### config.mk
export PLATFORM = sky130hd
export DESIGN_NAME = smt_uop_queue
export DESIGN_NICKNAME = d
export VERILOG_FILES = /design/src/rtl/uopq_pkg.sv /design/src/rtl/uopq_slot_pick.sv /design/src/rtl/uopq_ctrl.sv /design/src/rtl/uopq_data.sv /design/src/rtl/smt_uop_queue.sv
export SDC_FILE = /design/constraint.sdc
export NUM_CORES = 1
export LEC_CHECK = 0
export CORE_MARGIN = 1.5
export CORE_UTILIZATION = 50
export CTS_CLUSTER_DIAMETER = 50
export DETAILED_ROUTE_END_ITERATION = 16
export GPL_ROUTABILITY_DRIVEN = 0
export HOLD_SLACK_MARGIN = 0.12
export MAX_ROUTING_LAYER = met4
export PLACE_DENSITY = 0.67
export SYNTH_ARGS = -nofsm -noshare
export SYNTH_HDL_FRONTEND = slang
export SYNTH_SLANG_ARGS = --single-unit
### constraint.sdc
create_clock -name clk -period 17.55 [get_ports clk]
set_input_delay 3.51 -clock clk [delete_from_list [all_inputs] [get_ports clk]]
set_output_delay 3.51 -clock clk [all_outputs]
set_load 0.01 [all_outputs]
### src/rtl/uopq_pkg.sv
package uopq_pkg;
  localparam int QDEPTH = 16;
  localparam int IDXW   = $clog2(QDEPTH);

  typedef struct packed {
    logic            wr0;
    logic [IDXW-1:0] wr0Idx;
    logic            wr1;
    logic [IDXW-1:0] wr1Idx;
    logic [IDXW-1:0] rdIdx;
  } uopq_strobe_t;
endpackage

### src/rtl/uopq_slot_pick.sv
module uopq_slot_pick #(
  parameter int DEPTH     = 16,
  parameter bit LOW_FIRST = 1'b1,
  localparam int IW = $clog2(DEPTH)
) (
  input  logic [DEPTH-1:0] freeMask,
  output logic             found,
  output logic [IW-1:0]    slot
);
  generate
    if (LOW_FIRST) begin : g_low
      always_comb begin
        found = 1'b0;
        slot  = '0;
        for (int i = DEPTH - 1; i >= 0; i--) begin
          if (freeMask[i]) begin
            found = 1'b1;
            slot  = IW'(i);
          end
        end
      end
    end else begin : g_high
      always_comb begin
        found = 1'b0;
        slot  = '0;
        for (int i = 0; i < DEPTH; i++) begin
          if (freeMask[i]) begin
            found = 1'b1;
            slot  = IW'(i);
          end
        end
      end
    end
  endgenerate
endmodule

### src/rtl/uopq_ctrl.sv
module uopq_ctrl
  import uopq_pkg::*;
#(
  parameter int DEPTH = QDEPTH,
  localparam int HALF = DEPTH / 2,
  localparam int CW   = $clog2(DEPTH + 1),
  localparam int IW   = $clog2(DEPTH)
) (
  input  logic          clk,
  input  logic          rstN,
  input  logic [1:0]    mode,
  input  logic          enqValid0,
  input  logic          enqValid1,
  output logic          enqReady0,
  output logic          enqReady1,
  input  logic          deqReq,
  input  logic          deqSel,
  output logic          deqValid,
  output logic [CW-1:0] occ0,
  output logic [CW-1:0] occ1,
  output uopq_strobe_t  strobe
);
  logic [CW-1:0]    cnt  [2];
  logic [IW-1:0]    head [2];
  logic [IW-1:0]    tail [2];
  logic [IW-1:0]    nextPtr [DEPTH];
  logic [DEPTH-1:0] freeMask;

  logic [CW-1:0] limit;
  logic [CW:0]   usedTotal;
  logic          anyFree;
  logic [1:0]    rdy, push, pop, headLoad;
  logic [IW-1:0] slot [2];
  logic          found0, found1;
  logic [DEPTH-1:0] pushMask, popMask;

  uopq_slot_pick #(.DEPTH(DEPTH), .LOW_FIRST(1'b1)) pickLow (
    .freeMask(freeMask), .found(found0), .slot(slot[0]));
  uopq_slot_pick #(.DEPTH(DEPTH), .LOW_FIRST(1'b0)) pickHigh (
    .freeMask(freeMask), .found(found1), .slot(slot[1]));

  always_comb begin
    limit     = (mode == 2'b11) ? CW'(HALF) : CW'(DEPTH);
    usedTotal = {1'b0, cnt[0]} + {1'b0, cnt[1]};
    anyFree   = usedTotal < (CW+1)'(DEPTH);
    for (int t = 0; t < 2; t++) begin
      rdy[t] = mode[t] && (cnt[t] < limit) && anyFree;
    end
    push[0]  = enqValid0 && rdy[0] && found0;
    push[1]  = enqValid1 && rdy[1] && found1;
    deqValid = deqReq && (cnt[deqSel] != '0);
    pop[0]   = deqValid && !deqSel;
    pop[1]   = deqValid && deqSel;
    for (int t = 0; t < 2; t++) begin
      headLoad[t] = push[t] && ((cnt[t] == '0) || ((cnt[t] == CW'(1)) && pop[t]));
    end
    pushMask = '0;
    popMask  = '0;
    for (int t = 0; t < 2; t++) begin
      if (push[t]) pushMask[slot[t]] = 1'b1;
      if (pop[t])  popMask[head[t]]  = 1'b1;
    end
  end

  assign enqReady0 = rdy[0];
  assign enqReady1 = rdy[1];
  assign occ0      = cnt[0];
  assign occ1      = cnt[1];

  always_comb begin
    strobe.wr0    = push[0];
    strobe.wr0Idx = slot[0];
    strobe.wr1    = push[1];
    strobe.wr1Idx = slot[1];
    strobe.rdIdx  = head[deqSel];
  end

  always_ff @(posedge clk) begin
    if (!rstN) begin
      freeMask <= '1;
      for (int t = 0; t < 2; t++) begin
        cnt[t]  <= '0;
        head[t] <= '0;
        tail[t] <= '0;
      end
    end else begin
      freeMask <= (freeMask & ~pushMask) | popMask;
      for (int t = 0; t < 2; t++) begin
        cnt[t] <= cnt[t] + CW'(push[t]) - CW'(pop[t]);
        if (headLoad[t])  head[t] <= slot[t];
        else if (pop[t])  head[t] <= nextPtr[head[t]];
        if (push[t])      tail[t] <= slot[t];
      end
    end
  end

  always_ff @(posedge clk) begin
    for (int t = 0; t < 2; t++) begin
      if (push[t] && !headLoad[t]) nextPtr[tail[t]] <= slot[t];
    end
  end


  no_overflow_chk: assert property (@(posedge clk) disable iff (!rstN)
    usedTotal <= (CW+1)'(DEPTH));


  free_mask_chk: assert property (@(posedge clk) disable iff (!rstN)
    $countones(freeMask) == int'(DEPTH) - int'(usedTotal));


  distinct_slot_chk: assert property (@(posedge clk) disable iff (!rstN)
    (push[0] && push[1]) |-> (slot[0] != slot[1]));


  pop_occupied_chk: assert property (@(posedge clk) disable iff (!rstN)
    deqValid |-> !freeMask[strobe.rdIdx]);


  idle_t0_chk: assert property (@(posedge clk) disable iff (!rstN)
    !mode[0] |-> !enqReady0);


  idle_t1_chk: assert property (@(posedge clk) disable iff (!rstN)
    !mode[1] |-> !enqReady1);


  half_cap0_chk: assert property (@(posedge clk) disable iff (!rstN)
    (mode == 2'b11 && cnt[0] >= CW'(HALF)) |=> (cnt[0] <= $past(cnt[0])));


  half_cap1_chk: assert property (@(posedge clk) disable iff (!rstN)
    (mode == 2'b11 && cnt[1] >= CW'(HALF)) |=> (cnt[1] <= $past(cnt[1])));


  empty_deq_chk: assert property (@(posedge clk) disable iff (!rstN)
    (deqReq && cnt[deqSel] == '0 && !enqValid0 && !enqValid1)
      |=> ($stable(cnt[0]) && $stable(cnt[1])));
endmodule

### src/rtl/uopq_data.sv
module uopq_data
  import uopq_pkg::*;
#(
  parameter int DEPTH  = QDEPTH,
  parameter int DATA_W = 32
) (
  input  logic              clk,
  input  uopq_strobe_t      strobe,
  input  logic [DATA_W-1:0] wrData0,
  input  logic [DATA_W-1:0] wrData1,
  output logic [DATA_W-1:0] rdData
);
  logic [DATA_W-1:0] mem [DEPTH];

  always_ff @(posedge clk) begin
    if (strobe.wr0) mem[strobe.wr0Idx] <= wrData0;
    if (strobe.wr1) mem[strobe.wr1Idx] <= wrData1;
  end

  assign rdData = mem[strobe.rdIdx];


  dual_write_chk: assert property (@(posedge clk)
    (strobe.wr0 && strobe.wr1) |-> (strobe.wr0Idx != strobe.wr1Idx));
endmodule

### src/rtl/smt_uop_queue.sv
module smt_uop_queue
  import uopq_pkg::*;
#(
  parameter int DATA_W = 32,
  parameter int DEPTH  = QDEPTH,
  localparam int CW    = $clog2(DEPTH + 1)
) (
  input  logic              clk,
  input  logic              rstN,
  input  logic [1:0]        mode,
  input  logic              enqValid0,
  input  logic [DATA_W-1:0] enqData0,
  output logic              enqReady0,
  input  logic              enqValid1,
  input  logic [DATA_W-1:0] enqData1,
  output logic              enqReady1,
  input  logic              deqReq,
  input  logic              deqSel,
  output logic              deqValid,
  output logic [DATA_W-1:0] deqData,
  output logic [CW-1:0]     occ0,
  output logic [CW-1:0]     occ1
);
  uopq_strobe_t strobe;

  uopq_ctrl #(.DEPTH(DEPTH)) ctrl (
    .clk(clk), .rstN(rstN), .mode(mode),
    .enqValid0(enqValid0), .enqValid1(enqValid1),
    .enqReady0(enqReady0), .enqReady1(enqReady1),
    .deqReq(deqReq), .deqSel(deqSel), .deqValid(deqValid),
    .occ0(occ0), .occ1(occ1), .strobe(strobe));

  uopq_data #(.DEPTH(DEPTH), .DATA_W(DATA_W)) data (
    .clk(clk), .strobe(strobe), .wrData0(enqData0), .wrData1(enqData1),
    .rdData(deqData));
endmodule

==> results.md, run 1 <==
- # clock sinks: 618
- First-pass GRT wire length: 138700 um
- Die area: 0.06823 mm^2
- Drt total wl: 94450 um
- DR vias/cell: 6.704
- Overall power: 4165 uW
- Worst Tran Pin Value: approximately 1.3 ns
- Outcome: completed
- Max-slew violation count: 0
- Post-Syn Area per Cell: 15.33 um^2
- Cts hold-fix bufs: 0
- Max-cap viol count: 0
- Grt ovf: 0
- 1st-pass router iterations: 5
- Synth Warn #: 0
- Fin area: 0.03734 mm^2
- Clock Path Buffers: 3
- Post-DP Area: 0.03501 mm^2
- Initial Util: 0.5061
- # IOs: approximately 120
- Most common cell after layout, fill and taps aside: edfxtp_1
- Initial drt markers: 2472
- FFs w/ async S/R, synth: 0
- CP arrival: ~8.2 ns
- Slew margin rel.: 0.1163
- FF+latch count, synth: 618
- Place WS: a little under 6 ns
- Syn Std Cell Area: approximately 0.033 mm^2
- Core Region: 0.06586 mm^2
- Hold Path Stages: 2
- PwrDens: 111.5 mW/mm^2
- CTS Root Cell: clkbuf_16
- PortBufs: ~120
- Commonest cells after routing, fill and taps aside: edfxtp_1, mux2_2, mux4_2
- Critical path class: input pin to primary output
- Clk_lat worst skew: 0.63 ns
- Final worst path period share: 0.6642
- DRC errors left: 0
- Fmax: 85.79 MHz
- Worst-path fanout max: 102
- Startpoint types: input pin
- Worst EP required: 14.04 ns
- CTS tree: done
- Row count: 94
- Final core occ: 0.5669
- TritonCTS Buffers: 73
- Die height: 261.2 um
- DR WL/cell: 30.44 um
- Cts repair resizes: 0
- Via count: 20800
- Post-CTS Setup Bufs: 0
- Syn Nets: 2267
- Seq/Total Area, Yosys: 0.5489
- # H-tree levels: 3
- Synth Flop Type: edfxtp_1
- Number of global-route vias before repair: 21230
- Clock Skews: around 0.024 ns
- R2R cell count: 5
- Cell count after synthesis: roughly 2200
- Layout area overhead: 12.02%
- Final Worst Setup Slack: 5.894 ns
- EDFF count, synth: just under 600
- Period minus WS final: 11.66 ns
- Worst-path clk slew: 0.06 ns
- Final setup vio count: 0
- Ratio of cells with drive above 1 in the final layout: 0.3245
- Detailed Place HPWL: 50090 um
- Net count, final: 2275
- Multi-input gate area: 0.01405 mm^2
- VDD IR max: 0.08979 mV
- Final ANT Viol Nets: 0
- RSZ-0062 raised after global routing: false
- Crit. End Element: primary output
- Die X: 261.2 um
- LEAKAGE: 0.01255 uW
- Type of the worst min-delay path: register to register
- Register Area: 0.01830 mm^2
- Setup TNS: 0 ns
- Maximum number of pins on one net before global-route repair: 103
- Post-synth cell types: slightly below 90
- Fillers: 5173
- Gr usage total: 0.2874
- Initial antenna violation count: 2
- Hold Vio Cnt, Final: 0
==> cell usage after synthesis, types with 9 or more instances <==
library cell    n  share of area
nand2b_1       16         0.0030
dfxtp_1        26          0.016
edfxtp_1      592           0.53
mux2_1        152          0.051
a21oi_1        33         0.0050
mux4_2        160           0.11
nand3_1         9         0.0014
a221oi_1        9         0.0024
o41ai_1        14         0.0037
nand4_1        42         0.0079
inv_1          24         0.0027
buf_1          18         0.0020
a31oi_1        33         0.0062
and2_1         41         0.0077
mux2_2        361           0.12
nor2_1         32         0.0036
o21ai_0        12         0.0018
o31ai_1        12         0.0027
nor2b_1         9         0.0017
clkbuf_1      131          0.015
a211oi_1       40         0.0090
ha_1           18         0.0068
a22oi_1         9         0.0020
or3_1           9         0.0017
mux2i_1        52          0.016
buf_6          14         0.0047
buf_2          45         0.0068
buf_4          17         0.0038
nand2_1        97          0.011
==> worst paths after layout <==
check	from	end	slack, ns
worst max register to register	ctrl.cnt[0][4]	ctrl.nextPtr[12][0]	13.37
worst max-delay path	deqSel	deqData[25]	5.89
worst min-delay path	ctrl.freeMask[9]	ctrl.freeMask[9]	0.63
worst min register to register	ctrl.freeMask[9]	ctrl.freeMask[9]	0.63
==> kinds of logic (layout without fill, tap and decap cells) <==
| logic type | after synthesis | after routing | share of synthesized area |
|---|---|---|---|
| multiplexers | 725 | 725 | 0.2970 |
| AND/OR/NAND/NOR | 325 | 325 | 0.05829 |
| XOR/XNOR | 6 | 6 | 0.001577 |
| adder cells (fa/ha/maj) | 20 | 20 | 0.007958 |
| buffers and inverters | 250 | 312 | 0.03495 |
| flip-flops | 618 | 618 | 0.5489 |
| other | 0 | 2 | 0 |
| AO/OA/AOI/OAI | 231 | 231 | 0.05127 |
==> routing by layer <==
| metal | up-vias | wire [um] | global-route usage |
|---|---|---|---|
| met5 | - | 0 | - |
| met4 | 0 | 3461 | 0.1004 |
| met3 | 231 | 6534 | 0.04046 |
| met2 | 982 | 46320 | 0.4649 |
| met1 | 10800 | 38140 | 0.3726 |
| li1 | 8793 | - | - |
==> flip-flops by register name, summed over array words and instances, names as in the netlist <==
signal and count:
ctrl.cnt 10, ctrl.nextPtr 64, ctrl.tail 8, ctrl.freeMask 16, data.mem 512, ctrl.head 8
==> power breakdown <==
| part | switching [uW] | internal [uW] |
|---|---|---|
| clock network | 617 | 862 |
| registers | 44.8 | 1680 |
| logic | 527 | 433 |
==> layout make-up <==
type | count | area share
flip-flops and latches | 618 | 0.4900
inverters | 24 | 0.002413
well taps | 864 | 0.02895
clock buffers | 95 | 0.05311
multi-input cells | 1307 | 0.3762
repair buffers | 159 | 0.04008
diodes | 2 | 0.0001340
clock inverters | 34 | 0.009114
==> stage by stage <==
| step | std cells | hold slack [ns] |
|---|---|---|
| floorplan | 2175 | 0.5220 |
| global placement | 2972 | 0.5948 |
| detailed placement | 2972 | 0.6102 |
| CTS | 3101 | 0.6239 |
| global route | 3103 | 0.6693 |
| finish | 3103 | 0.6339 |
==> critical path, stage by stage <==
cell and delay [ns]:
clkdlybuf4s50_1 1.03, mux2i_4 0.34, buf_4 0.56, buf_12 0.71
mux4_2 0.60, and2_1 0.18, a211oi_1 0.27, a31oi_1 0.18
clkdlybuf4s50_1 0.60
No activity file was read; power rests on OpenSTA's default activity.
==> run 2: changes to the inputs <==
clock period = 11.3 ns   (was 17.55 ns; I/O delays follow)
==> run 2 against run 1 <==
Against the previous run: critical path type unchanged; critical path depth decreased by 1; sequential share of layout area decreased by 0.35 points; global-route usage decreased by 0.53 points; hold slack improved by 0.015 ns; combinational power increased by 55%; worst setup slack got worse by 3.2 ns.
==> results.md, run 2 (synthesis gave the netlist of run 1 again) <==
- Maximum number of pins on one net before global-route repair: 84
- GR Layer Usage met3: 0.03688
- DRC errors left: 0
- Ratio of cells with drive above 1 in the final layout: 0.3326
- PwrDens: 176.1 mW/mm^2
- Internal: 4726 uW
- Final setup vio count: 0
- Hold Vio Cnt, Final: 0
- Clock Path Buffers: 3
- Sequential Power Share: 0.405
- Layout Cells excl Fill: 3126
- Place WS: 2.658 ns
- Fillers: 5152
- Net count, final: 2290
- Largest Register: data.mem
- Drt total wl: between 90000 and 100000 um
- Row count: 94
- Initial Util: 0.5061
- Number of global-route vias before repair: ~21000
- Switching Power: between 1500 and 2000 uW
- Final Worst Setup Slack: 2.679 ns
- Commonest cells after routing, fill and taps aside: edfxtp_1, mux2_2, mux4_2
- PortBufs: 116
- CTS Root Cell: clkbuf_16
- Most Used Layer, Global Route: met2
- Clk_lat worst skew: 0.62 ns
- Overall power: approximately 6600 uW
- Die height: approximately 260 um
- DR WL/cell: 29.65 um
- Type of the worst min-delay path: register to register
- Worst EP required: 9.04 ns
- Startpoint types: input pin
- Period minus WS final: roughly 8.6 ns
- # H-tree levels: 3
- Layout area overhead: 12.81%
- Initial drt markers: between 2000 and 2500
- Max-cap viol count: 0
- Comb pwr share: 0.225
- Most common cell after layout, fill and taps aside: edfxtp_1
- Die area: 0.06823 mm^2
- TritonCTS Buffers: slightly above 80
- Final ANT Viol Nets: 0
- Cts hold-fix bufs: 0
- Sw frac: 0.2864
- Clock power frac: 0.369
- CP arrival: 6.36 ns
- Inst Count DP: just under 3000
- Slew margin rel.: 0.08461
- Max reg flops: 512
- # IOs: 117
- Grt ovf: 0
- Worst Tran Pin Value: between 1 and 1.5 ns
- DR vias/cell: approximately 6.6
- Gr usage total: 0.2820
- LEAKAGE: about 0.013 uW
- First-pass GRT wire length: 137800 um
- Final worst path period share: 0.7630
- Critical path class: input pin to primary output
- Fmax: 116.0 MHz
- Clock Skews: 0.02091 ns
- Core Region: ~0.066 mm^2
- Worst-path clk slew: 0.06 ns
- RSZ-0062 raised after global routing: false
- VDD IR max: 0.1704 mV
- Outcome: completed
- Via count: 20630
- Setup TNS: 0 ns
- Max-slew violation count: 0
- Detailed Place HPWL: approximately 51000 um
- Post-CTS Setup Bufs: 0
- Cts repair resizes: 0
- Worst-path fanout max: 27
- Met1 Track Usage GR: 0.3756
- Global Route met2 Usage: 0.4554
- # clock sinks: 618
- CTS tree: done
- Die X: 261.2 um
- Crit. End Element: primary output
- Final core occ: 0.5710
- 1st-pass router iterations: 7
- Initial antenna violation count: 3
-- run 2: worst paths after layout --
| check | from | end | slack (ns) | depth (start not counted) |
|---|---|---|---|---|
| max | deqSel | deqData[2] | 2.68 | 8 |
| min | ctrl.freeMask[9] | ctrl.freeMask[9] | 0.65 | 2 |
| max reg2reg | ctrl.freeMask[14] | data.mem[5][8] | 6.63 | 6 |
| min reg2reg | ctrl.freeMask[9] | ctrl.freeMask[9] | 0.65 | 2 |
-- run 2: worst max-delay path, cell delays in order --
cell and delay, ns:
clkdlybuf4s50_1 1.00, mux2i_4 0.95, buf_4 0.53, mux4_2 0.27, and2_1 0.12, a211oi_1 0.05
a31oi_1 0.49, clkdlybuf4s50_1 0.65
-- run 2: routing by layer --
metal	wire length [um]	part of all wire
met5	0	0
met3	6639	0.072
met1	38180	0.41
met2	45630	0.49
met4	2249	0.024
-- run 2: power groups by stage --
stage / combinational [uW] / clock [uW] / sequential [uW]
5_1_grt: 1600 / 2560 / 2690
3_3_place_gp: 1460 / 0 / 2730
3_5_place_dp: 1490 / 0 / 2730
2_1_floorplan: 993 / 0 / 2700
4_1_cts: 1490 / 2480 / 2680
6_report: 1490 / 2440 / 2690
-- run 2: area by class of cell --
| type | instances | area [um^2] | share of cell area |
|---|---|---|---|
| clock buffers | 98 | 2155 | 0.05730 |
| well taps | 864 | 1081 | 0.02875 |
| multi-input cells | 1307 | 14040 | 0.3733 |
| clock inverters | 46 | 379.1 | 0.01008 |
| inverters | 24 | 90.09 | 0.002396 |
| diodes | 4 | 10.01 | 0.0002662 |
| flip-flops and latches | 618 | 18300 | 0.4866 |
| repair buffers | 165 | 1554 | 0.04132 |
-- run 2: through the flow --
stage / instance area [um^2] / hold slack (ns)
floorplan: 33330 / 0.5220
global placement: 35060 / 0.5977
detailed placement: 35060 / 0.6061
CTS: 37590 / 0.6169
global route: 37600 / 0.6435
finish: 37600 / 0.6485
==> run 3: changes to the inputs <==
PLACE_DENSITY = 0.7   (was 0.67)
clock period = 7.5 ns   (was 11.3 ns; I/O delays follow)
==> run 3 against run 2 <==
Against the previous run: via count up 1.3%; register-to-register slack lost 3.5 ns; non-clock buffer count increased by 15; sequential share of layout area down 0.40 points; final area increased by 0.84%; final cell count rose by 0.58%; core utilization rose by 0.48 points; combinational power up 56%; critical endpoint is now deqData[21]; largest cell class unchanged; largest power group unchanged.
==> results.md, run 3 (synthesis gave the netlist of run 1 again) <==
- Initial drt markers: 2430
- 1st-pass router iterations: 6
- Critical path class: input pin to primary output
- Detailed Place HPWL: 54250 um
- Post-CTS Setup Bufs: 0
- CTS Root Cell: clkbuf_16
- CTS tree: done
- Sequential Power Share: 0.396
- Via count: 20900
- Net count, final: 2305
- Die X: 261.2 um
- PortBufs: 116
- Worst-path fanout max: 29
- # H-tree levels: 3
- Max reg flops: 512
- Number of global-route vias before repair: 21310
- Gr usage total: 0.2825
- # clock sinks: 618
- RSZ-0062 raised after global routing: false
- Hold Vio Cnt, Final: 0
- Cts repair resizes: 0
- Row count: 94
- Commonest cells after routing, fill and taps aside: edfxtp_1, mux2_2, mux4_2
- Maximum number of pins on one net before global-route repair: 54
- Fmax: around 160 MHz
- Die area: 0.06823 mm^2
- DRC errors left: 0
- First-pass GRT wire length: 137700 um
- CP arrival: 4.90 ns
- Clock Path Buffers: 3
- LEAKAGE: 0.01286 uW
- Period minus WS final: 6.397 ns
- Initial antenna violation count: 5
- Max-slew violation count: 0
- Initial Util: 0.5061
- Final Worst Setup Slack: 1.103 ns
- Largest Register: data.mem
- Worst-path clk slew: 0.05 ns
- Grt ovf: 0
- DR WL/cell: 29.51 um
- TritonCTS Buffers: 82
- DR vias/cell: 6.647
- Overall power: 10150 uW
- Core Region: around 0.066 mm^2
- Switching Power: 2930 uW
- Final worst path period share: 0.8529
- Comb pwr share: 0.228
- Startpoint types: input pin
- # IOs: 117
- Max-cap viol count: 0
- Clk_lat worst skew: 0.64 ns
- Layout Cells excl Fill: 3144
- VDD IR max: approximately 0.23 mV
- Internal: ~7200 uW
- Final ANT Viol Nets: 0
- Outcome: completed
- Slew margin rel.: 0.1130
- Worst Tran Pin Value: 1.331 ns
- Reg2Reg Setup Slack: 3.15 ns
- Drt total wl: 92790 um
- Most common cell after layout, fill and taps aside: edfxtp_1
- Crit. End Element: primary output
- Worst EP required: approximately 6 ns
- Place WS: 1.116 ns
- Cts hold-fix bufs: 0
- Sw frac: 0.2886
- Type of the worst min-delay path: register to register
- Layout area overhead: 13.76%
- Clock Skews: 0.02910 ns
- Die height: 261.2 um
- Ratio of cells with drive above 1 in the final layout: 0.3404
- Inst Count DP: 2993
- PwrDens: 267.8 mW/mm^2
- Final setup vio count: 0
- Setup TNS: 0 ns
- Clock power frac: 0.375
## run 3: changes by cell type in the layout (fill, tap and decap cells not counted), moves of 2 or more
cell,before,now
buf_4,47,55
clkinvlp_4,8,12
clkinv_8,1,3
clkbuf_1,14,9
bufinv_16,3,5
diode_2,4,6
clkinv_2,10,8
buf_12,2,9
## run 3: worst paths after layout
check	start	cells after the start	endpoint
setup / recovery	deqSel	8	deqData[21]
hold / removal	ctrl.freeMask[9]	2	ctrl.freeMask[9]
setup reg to reg	ctrl.cnt[0][4]	7	data.mem[2][6]
hold reg to reg	ctrl.freeMask[9]	2	ctrl.freeMask[9]
## run 3: layer usage
metal,part of all wire,vias to the layer above,GRT usage,wire length [um]
li1,-,8869,-,-
met1,0.41,10810,0.3759,37800
met2,0.49,999,0.4422,45050
met3,0.078,215,0.04510,7219
met4,0.029,0,0.09914,2724
met5,0,-,-,0
## run 3: power groups by stage
stage	combinational, uW	sequential (uW)	clock [uW]
final	2320	4030	3810
after global routing	2470	4040	3990
after CTS	2310	4020	3860
after detailed placement	2300	4090	0
after global placement	2250	4090	0
after floorplan	1500	4060	0
## run 3: cell type report
cell class | count | area (um^2)
diodes | 6 | 15.01
clock buffers | 93 | 2136
clock inverters | 52 | 499.2
fillers | 5071 | 27940
inverters | 24 | 90.09
multi-input cells | 1307 | 14050
flip-flops and latches | 618 | 18300
well taps | 864 | 1081
repair buffers | 180 | 1754
## run 3: critical path: stages
cell and delay [ns]:
clkdlybuf4s50_1 0.55, mux2i_4 0.86, buf_12 0.35, mux4_2 0.52, and2_1 0.17, a211oi_1 0.21
a31oi_1 0.13, clkdlybuf4s50_1 0.56
## run 3: through the flow
stage                     hold slack [ns]  instance area, um^2  utilization
after floorplan                    0.5220                33330            -
after CTS                          0.5885                37900       0.5755
after global routing               0.6225                37920       0.5757
final                              0.6017                37920       0.5757
after detailed placement           0.5849                35270       0.5355
after global placement             0.5969                35270       0.5355
